$ cat src/rtl/mclass_pkg.sv
package mclass_pkg;

  typedef enum logic [1:0] {
    RSN_NONE = 2'd0,
    RSN_REPL = 2'd1,
    RSN_INV  = 2'd2
  } rsn_e;

  typedef enum logic [1:0] {
    CLS_COLD  = 2'd0,
    CLS_CAP   = 2'd1,
    CLS_TRUE  = 2'd2,
    CLS_FALSE = 2'd3
  } cls_e;

  localparam int NUM_CATS = 4;

endpackage

$ cat src/rtl/mclass_table.sv
// History table: one entry per (processor, block). NUM_PROCS and NUM_BLOCKS
// must be powers of two of at least 2 so the entry index is a concatenation.
module mclass_table
  import mclass_pkg::*;
#(
  parameter int NUM_PROCS  = 4,
  parameter int NUM_BLOCKS = 8,
  parameter int NUM_WORDS  = 4,
  localparam int PW = $clog2(NUM_PROCS),
  localparam int IW = $clog2(NUM_BLOCKS),
  localparam int WW = $clog2(NUM_WORDS)
) (
  input  logic                 clk,
  input  logic                 rst,
  input  logic                 miss_v,
  input  logic [PW-1:0]        miss_p,
  input  logic [IW-1:0]        miss_i,
  input  logic                 wr_v,
  input  logic [PW-1:0]        wr_p,
  input  logic [IW-1:0]        wr_i,
  input  logic [WW-1:0]        wr_w,
  input  logic                 inv_v,
  input  logic [PW-1:0]        inv_p,
  input  logic [IW-1:0]        inv_i,
  input  logic                 rpl_v,
  input  logic [PW-1:0]        rpl_p,
  input  logic [IW-1:0]        rpl_i,
  output logic                 rd_ref,
  output rsn_e                 rd_rsn,
  output logic [NUM_WORDS-1:0] rd_msk
);

  localparam int NE = NUM_PROCS * NUM_BLOCKS;
  localparam int EW = PW + IW;

  logic [NE-1:0]           ref_vec;
  logic [2*NE-1:0]         rsn_vec;
  logic [NUM_WORDS*NE-1:0] msk_vec;
  logic [NUM_WORDS-1:0]    wr_bit;
  logic [EW-1:0]           rd_e;

  assign wr_bit = NUM_WORDS'(1) << wr_w;

  for (genvar p = 0; p < NUM_PROCS; p++) begin : g_proc
    for (genvar b = 0; b < NUM_BLOCKS; b++) begin : g_blk
      localparam int E = p * NUM_BLOCKS + b;
      logic                 ref_q;
      logic [1:0]           rsn_q;
      logic [NUM_WORDS-1:0] msk_q;
      logic                 hit_miss, hit_wr, hit_inv, hit_rpl;

      assign hit_miss = miss_v && (miss_p == PW'(p)) && (miss_i == IW'(b));
      assign hit_wr   = wr_v   && (wr_p  != PW'(p)) && (wr_i  == IW'(b));
      assign hit_inv  = inv_v  && (inv_p == PW'(p)) && (inv_i == IW'(b));
      assign hit_rpl  = rpl_v  && (rpl_p == PW'(p)) && (rpl_i == IW'(b));

      always_ff @(posedge clk) begin
        if (rst) begin
          ref_q <= 1'b0;
          rsn_q <= RSN_NONE;
          msk_q <= '0;
        end else begin
          if (hit_miss) ref_q <= 1'b1;
          if (hit_miss)     rsn_q <= RSN_NONE;
          else if (hit_inv) rsn_q <= RSN_INV;
          else if (hit_rpl) rsn_q <= RSN_REPL;
          msk_q <= (hit_miss ? '0 : msk_q) | (hit_wr ? wr_bit : '0);
        end
      end

      assign ref_vec[E]                        = ref_q;
      assign rsn_vec[2*E +: 2]                 = rsn_q;
      assign msk_vec[NUM_WORDS*E +: NUM_WORDS] = msk_q;
    end
  end

  assign rd_e   = {miss_p, miss_i};
  assign rd_ref = ref_vec[rd_e];
  assign rd_rsn = rsn_e'(rsn_vec[2*rd_e +: 2]);
  assign rd_msk = msk_vec[NUM_WORDS*rd_e +: NUM_WORDS];

endmodule

$ cat src/rtl/mclass_decide.sv
module mclass_decide
  import mclass_pkg::*;
#(
  parameter int NUM_WORDS = 4,
  localparam int WW = $clog2(NUM_WORDS)
) (
  input  logic                 ent_ref,
  input  rsn_e                 ent_rsn,
  input  logic [NUM_WORDS-1:0] ent_msk,
  input  logic [WW-1:0]        word,
  output cls_e                 code
);

  always_comb begin
    if (!ent_ref)
      code = CLS_COLD;
    else if (ent_msk[word])
      code = CLS_TRUE;
    else if ((ent_rsn == RSN_INV) || (|ent_msk))
      code = CLS_FALSE;
    else
      code = CLS_CAP;
  end

endmodule

$ cat src/rtl/mclass_counters.sv
module mclass_counters
  import mclass_pkg::*;
#(
  parameter int CNT_W = 16
) (
  input  logic                      clk,
  input  logic                      rst,
  input  logic                      clr,
  input  logic                      inc_v,
  input  cls_e                      inc_cat,
  output logic [NUM_CATS*CNT_W-1:0] cnt_flat
);

  for (genvar c = 0; c < NUM_CATS; c++) begin : g_cat
    logic [CNT_W-1:0] cnt_q;
    logic             bump;

    assign bump = inc_v && (inc_cat == cls_e'(c)) && (cnt_q != '1);

    always_ff @(posedge clk) begin
      if (rst || clr)
        cnt_q <= '0;
      else if (bump)
        cnt_q <= cnt_q + 1'b1;
    end

    assign cnt_flat[c*CNT_W +: CNT_W] = cnt_q;
  end

endmodule

$ cat src/rtl/miss_classifier.sv
module miss_classifier
  import mclass_pkg::*;
#(
  parameter int NUM_PROCS  = 4,
  parameter int NUM_BLOCKS = 8,
  parameter int NUM_WORDS  = 4,
  parameter int CNT_W      = 16
) (
  input  logic                          clk,
  input  logic                          rst,
  input  logic                          clr_counts,
  input  logic                          miss_valid,
  input  logic [$clog2(NUM_PROCS)-1:0]  miss_proc,
  input  logic [$clog2(NUM_BLOCKS)-1:0] miss_blk,
  input  logic [$clog2(NUM_WORDS)-1:0]  miss_word,
  input  logic                          wr_valid,
  input  logic [$clog2(NUM_PROCS)-1:0]  wr_proc,
  input  logic [$clog2(NUM_BLOCKS)-1:0] wr_blk,
  input  logic [$clog2(NUM_WORDS)-1:0]  wr_word,
  input  logic                          inv_valid,
  input  logic [$clog2(NUM_PROCS)-1:0]  inv_proc,
  input  logic [$clog2(NUM_BLOCKS)-1:0] inv_blk,
  input  logic                          rpl_valid,
  input  logic [$clog2(NUM_PROCS)-1:0]  rpl_proc,
  input  logic [$clog2(NUM_BLOCKS)-1:0] rpl_blk,
  output logic                          cls_valid,
  output logic [1:0]                    cls_code,
  output logic [CNT_W-1:0]              cnt_cold,
  output logic [CNT_W-1:0]              cnt_cap,
  output logic [CNT_W-1:0]              cnt_true,
  output logic [CNT_W-1:0]              cnt_false
);

  logic                      ent_ref;
  rsn_e                      ent_rsn;
  logic [NUM_WORDS-1:0]      ent_msk;
  cls_e                      next_code;
  logic [NUM_CATS*CNT_W-1:0] cnt_flat;

  mclass_table #(
    .NUM_PROCS (NUM_PROCS),
    .NUM_BLOCKS(NUM_BLOCKS),
    .NUM_WORDS (NUM_WORDS)
  ) u_table (
    .clk   (clk),
    .rst   (rst),
    .miss_v(miss_valid),
    .miss_p(miss_proc),
    .miss_i(miss_blk),
    .wr_v  (wr_valid),
    .wr_p  (wr_proc),
    .wr_i  (wr_blk),
    .wr_w  (wr_word),
    .inv_v (inv_valid),
    .inv_p (inv_proc),
    .inv_i (inv_blk),
    .rpl_v (rpl_valid),
    .rpl_p (rpl_proc),
    .rpl_i (rpl_blk),
    .rd_ref(ent_ref),
    .rd_rsn(ent_rsn),
    .rd_msk(ent_msk)
  );

  mclass_decide #(
    .NUM_WORDS(NUM_WORDS)
  ) u_decide (
    .ent_ref(ent_ref),
    .ent_rsn(ent_rsn),
    .ent_msk(ent_msk),
    .word   (miss_word),
    .code   (next_code)
  );

  mclass_counters #(
    .CNT_W(CNT_W)
  ) u_counters (
    .clk     (clk),
    .rst     (rst),
    .clr     (clr_counts),
    .inc_v   (miss_valid),
    .inc_cat (next_code),
    .cnt_flat(cnt_flat)
  );

  always_ff @(posedge clk) begin
    if (rst) begin
      cls_valid <= 1'b0;
      cls_code  <= CLS_COLD;
    end else begin
      cls_valid <= miss_valid;
      if (miss_valid) cls_code <= next_code;
    end
  end

  assign cnt_cold  = cnt_flat[0*CNT_W +: CNT_W];
  assign cnt_cap   = cnt_flat[1*CNT_W +: CNT_W];
  assign cnt_true  = cnt_flat[2*CNT_W +: CNT_W];
  assign cnt_false = cnt_flat[3*CNT_W +: CNT_W];

endmodule

$ cat config.mk
export PLATFORM = sky130hd
export DESIGN_NAME = miss_classifier
export DESIGN_NICKNAME = d
export VERILOG_FILES = /design/src/rtl/mclass_pkg.sv /design/src/rtl/mclass_table.sv /design/src/rtl/mclass_decide.sv /design/src/rtl/mclass_counters.sv /design/src/rtl/miss_classifier.sv
export SDC_FILE = /design/constraint.sdc
export NUM_CORES = 1
export LEC_CHECK = 0
export ABC_AREA = 1
export BUFFER_PORTS_ARGS = -buffer_cell sky130_fd_sc_hd__buf_4
export CAP_MARGIN = 0
export CORE_ASPECT_RATIO = 0.6
export CORE_MARGIN = 2
export CORE_UTILIZATION = 40
export DETAILED_ROUTE_END_ITERATION = 16
export PLACE_DENSITY = 0.64
export SLEW_MARGIN = 25
export SYNTH_ARGS = -nofsm -noshare
export SYNTH_HDL_FRONTEND = slang
export SYNTH_SLANG_ARGS = --single-unit
$ cat constraint.sdc
create_clock -name clk -period 2.44 [get_ports clk]
set_clock_uncertainty 0.15 [all_clocks]
set_input_delay 0.244 -clock clk [delete_from_list [all_inputs] [get_ports clk]]
set_output_delay 0.244 -clock clk [all_outputs]
set_load 0.005 [all_outputs]
==> metrics.yaml <==
route:
  viasPerCell: 5.54
  vias: 14355
  postRouteWirelength_um: 50700
  drt_iter0_markers: 1763
  wl_per_cell_um: 19.6
  firstDrtPassIters: 8
  drc: 0
  drtAntennaViolNets: 0
power:
  p_leak_nw: 6.20
  p_total_mw: 10.5
  ir_drop_mv: 0.528
  p_per_area_mw_per_mm2: 628
logic_synthesis:
  yosysSeqAreaShare: 0.425
  synth_top_area_frac: 0.425
  synth_area_leaders: "dfxtp_1 (43%), nand2_1 (9.7%), nand3_1 (6.8%)"
  synth_cell_type_count: 42
  ys_ff_latch: 291
  synth_top_area_cell: "dfxtp_1"
  synth_edf_count: 0
  synth-main-ff-cell: "dfxtp_1"
  syn_avg_cell_area_um2: 7.06
  syn-cell-area_mm2: 0.0137
  syn_inst: 1940
  yosys_warnings: 0
  syn_nets: 1975
  synthArstFlopShare: 0
global_route:
  grt_usage: 0.278
  grt_pass1_wl_um: 77500
  antenna_found_initial: 0
  grt_max_degree: 51
  grt_pass1_vias: 13328
  grt_overflow_total: 0
min_path:
  min_path_cells: 4
  holdPathEnd: "cls_valid"
  worstHoldStart: "miss_valid"
  hp-class: "in -> reg"
setup_path:
  max_stage_delay_ns: 0.33
  cp.arrival_ns: 2.62
  cpMostUsedCell: "nand2_1"
  critPathMaxFanout: 14
  critPathKind: "reg -> reg"
  r2r-end: "u_counters.g_cat[3].cnt_q[7]"
  cp.required_ns: 2.78
  r2r_setup_slack_ns: 0.17
  r2r_cells: 14
  crit_path_start_kind: "flop"
  cp-startpoint: "u_table.g_proc[1].g_blk[7].msk_q[0]"
  path_cells: "nand2_1, nand2_1, nand2_1, nand3_1, nand3_1, nand2_1, nor2_1, nand2_1, nand3_2, nand2_4, nor2_8, nand2_2, nand2_1, a21oi_1"
  reg2reg_from: "u_table.g_proc[1].g_blk[7].msk_q[0]"
  endpoint_kind: "flop"
  crit_path_top_delay_cell: "dfxtp_1"
clock_network:
  cts.htree.levels: 1
  cts-buffers-inserted: 29
  clk_pin_slew_ns: 0.06
  tritoncts: "yes"
  clockBufferDepth: 3
  cts.sinks: 291
  root_buffer: "clkbuf_16"
  clk_latency_ns: 0.58
floorplanning:
  row_count: 52
  io_pins: 98
  core-area_mm2: 0.0337
  die_x_um: 243
  die_area_mm2: 0.0358
  die_height_um: 147
  start_util: 0.406
cells_and_area:
  seq_area_mm2: 0.00583
  nNetsFinal: 2151
  drive_gt1_frac: 0.138
  layout_commonest_cell: "nand2_1"
  nFillCells: 3420
  final_cell_mix: "nand2_1 (353), dfxtp_1 (291), nor2_1 (221)"
  instances_no_fill: 2593
  diodes: 0
  multi_input_area_mm2: 0.00661
  syn_to_final_growth_pct: 21.8
sta:
  period_minus_slack_ns: 2.27
  slew_violations: 0
  hold_violations: 0
  tns_ns: 0
  setup_violations: 0
  rsz0062_at_grt: "false"
  whs_ns: 0.0315
  period_share: 0.932
  fmax_mhz: 440
  worst_pin_slew_ns: 0.868
  relSlewSlack: 0.417
place:
  place_congestion: 1.03
  port_buffers: 97
  dp.cells: 2538
  hpwl_um: 37200
outcome:
  outcome: "finished, final reports clean"
run:
  max-cap-violations: 0
[per-layer routing]
layer,GRT usage,up-vias,wire length [um]
met5,0,-,0
met3,0.0873,69,6350
met4,0.0564,0,896
met2,0.377,718,19600
li1,-,6808,-
met1,0.424,6760,23800
[area by class of cell]
cell class / count / share of cell area
inverters: 222 / 0.0503
repair buffers: 223 / 0.113
well taps: 459 / 0.0344
multi-input cells: 1349 / 0.396
clock inverters: 12 / 0.00938
flip-flops and latches: 291 / 0.349
clock buffers: 37 / 0.0477
[through the flow]
step                instance area, um2  worst slack (ns)  utilization
floorplan                        13700             0.318            -
global placement                 15700            -0.167        0.464
detailed placement               15700            -0.233        0.464
CTS                              16700             0.104        0.494
global route                     16700           0.00696        0.495
finish                           16700             0.167        0.495
[report_power, final]
part	switching, mW	internal (mW)	leakage [nW]	total, mW
Sequential	0.0258	4.80	2.35	4.82
Clock	2.03	2.62	0.468	4.65
Combinational	0.694	0.320	3.38	1.01
[cells in the mapped netlist, types with 15 or more instances]
master / n
nor3_1: 79
nand2_1: 353
xnor2_1: 15
dfxtp_1: 291
nand3_1: 185
a21oi_1: 159
o22ai_1: 58
nand3b_1: 16
clkbuf_1: 32
nand4_1: 30
o21ai_0: 120
nor2_1: 222
a22oi_1: 25
inv_1: 217
buf_2: 18
xor2_1: 30
[timing repair]
action                                  4_1_cts  5_1_grt
buffers inserted                              0        0
hold buffers                                  6        0
endpoints found under the hold margin        18        0
endpoints found under the setup margin        0       17
resized for setup                             0        5
[sequential cells by signal, summed over array words and instances, names as in the netlist]
signal                      flops
u_table.g_proc.g_blk.rsn_q     64
u_counters.g_cat.cnt_q         64
u_table.g_proc.g_blk.msk_q    128
u_table.g_proc.g_blk.ref_q     32
cls_valid                       1
cls_code                        2
[kinds of logic after synthesis]
family | share of synthesized area
compound gates | 0.153
flops | 0.425
simple gates | 0.296
buf+inv | 0.0932
fa+ha+maj | 0.00365
xor+xnor | 0.0288
[worst max path at each step]
| stage | endpoint | slack [ns] |
|---|---|---|
| final | u_counters.g_cat[3].cnt_q[7] | 0.17 |
| after global routing | u_counters.g_cat[1].cnt_q[14] | 0.007 |
| after CTS | u_counters.g_cat[1].cnt_q[14] | 0.10 |
| after detailed placement | u_counters.g_cat[3].cnt_q[7] | -0.23 |
| after global placement | u_counters.g_cat[3].cnt_q[7] | -0.17 |
| after floorplan | u_counters.g_cat[3].cnt_q[5] | 0.32 |
[worst max-delay path, delay by kind of cell (launching register included)]
kind | cells | cell delay, ns
and+or+nand+nor | 13 | 1.56
AOI/OAI and AO/OA | 1 | 0.15
DFF | 1 | 0.33
(Power assumes the default switching activity.)
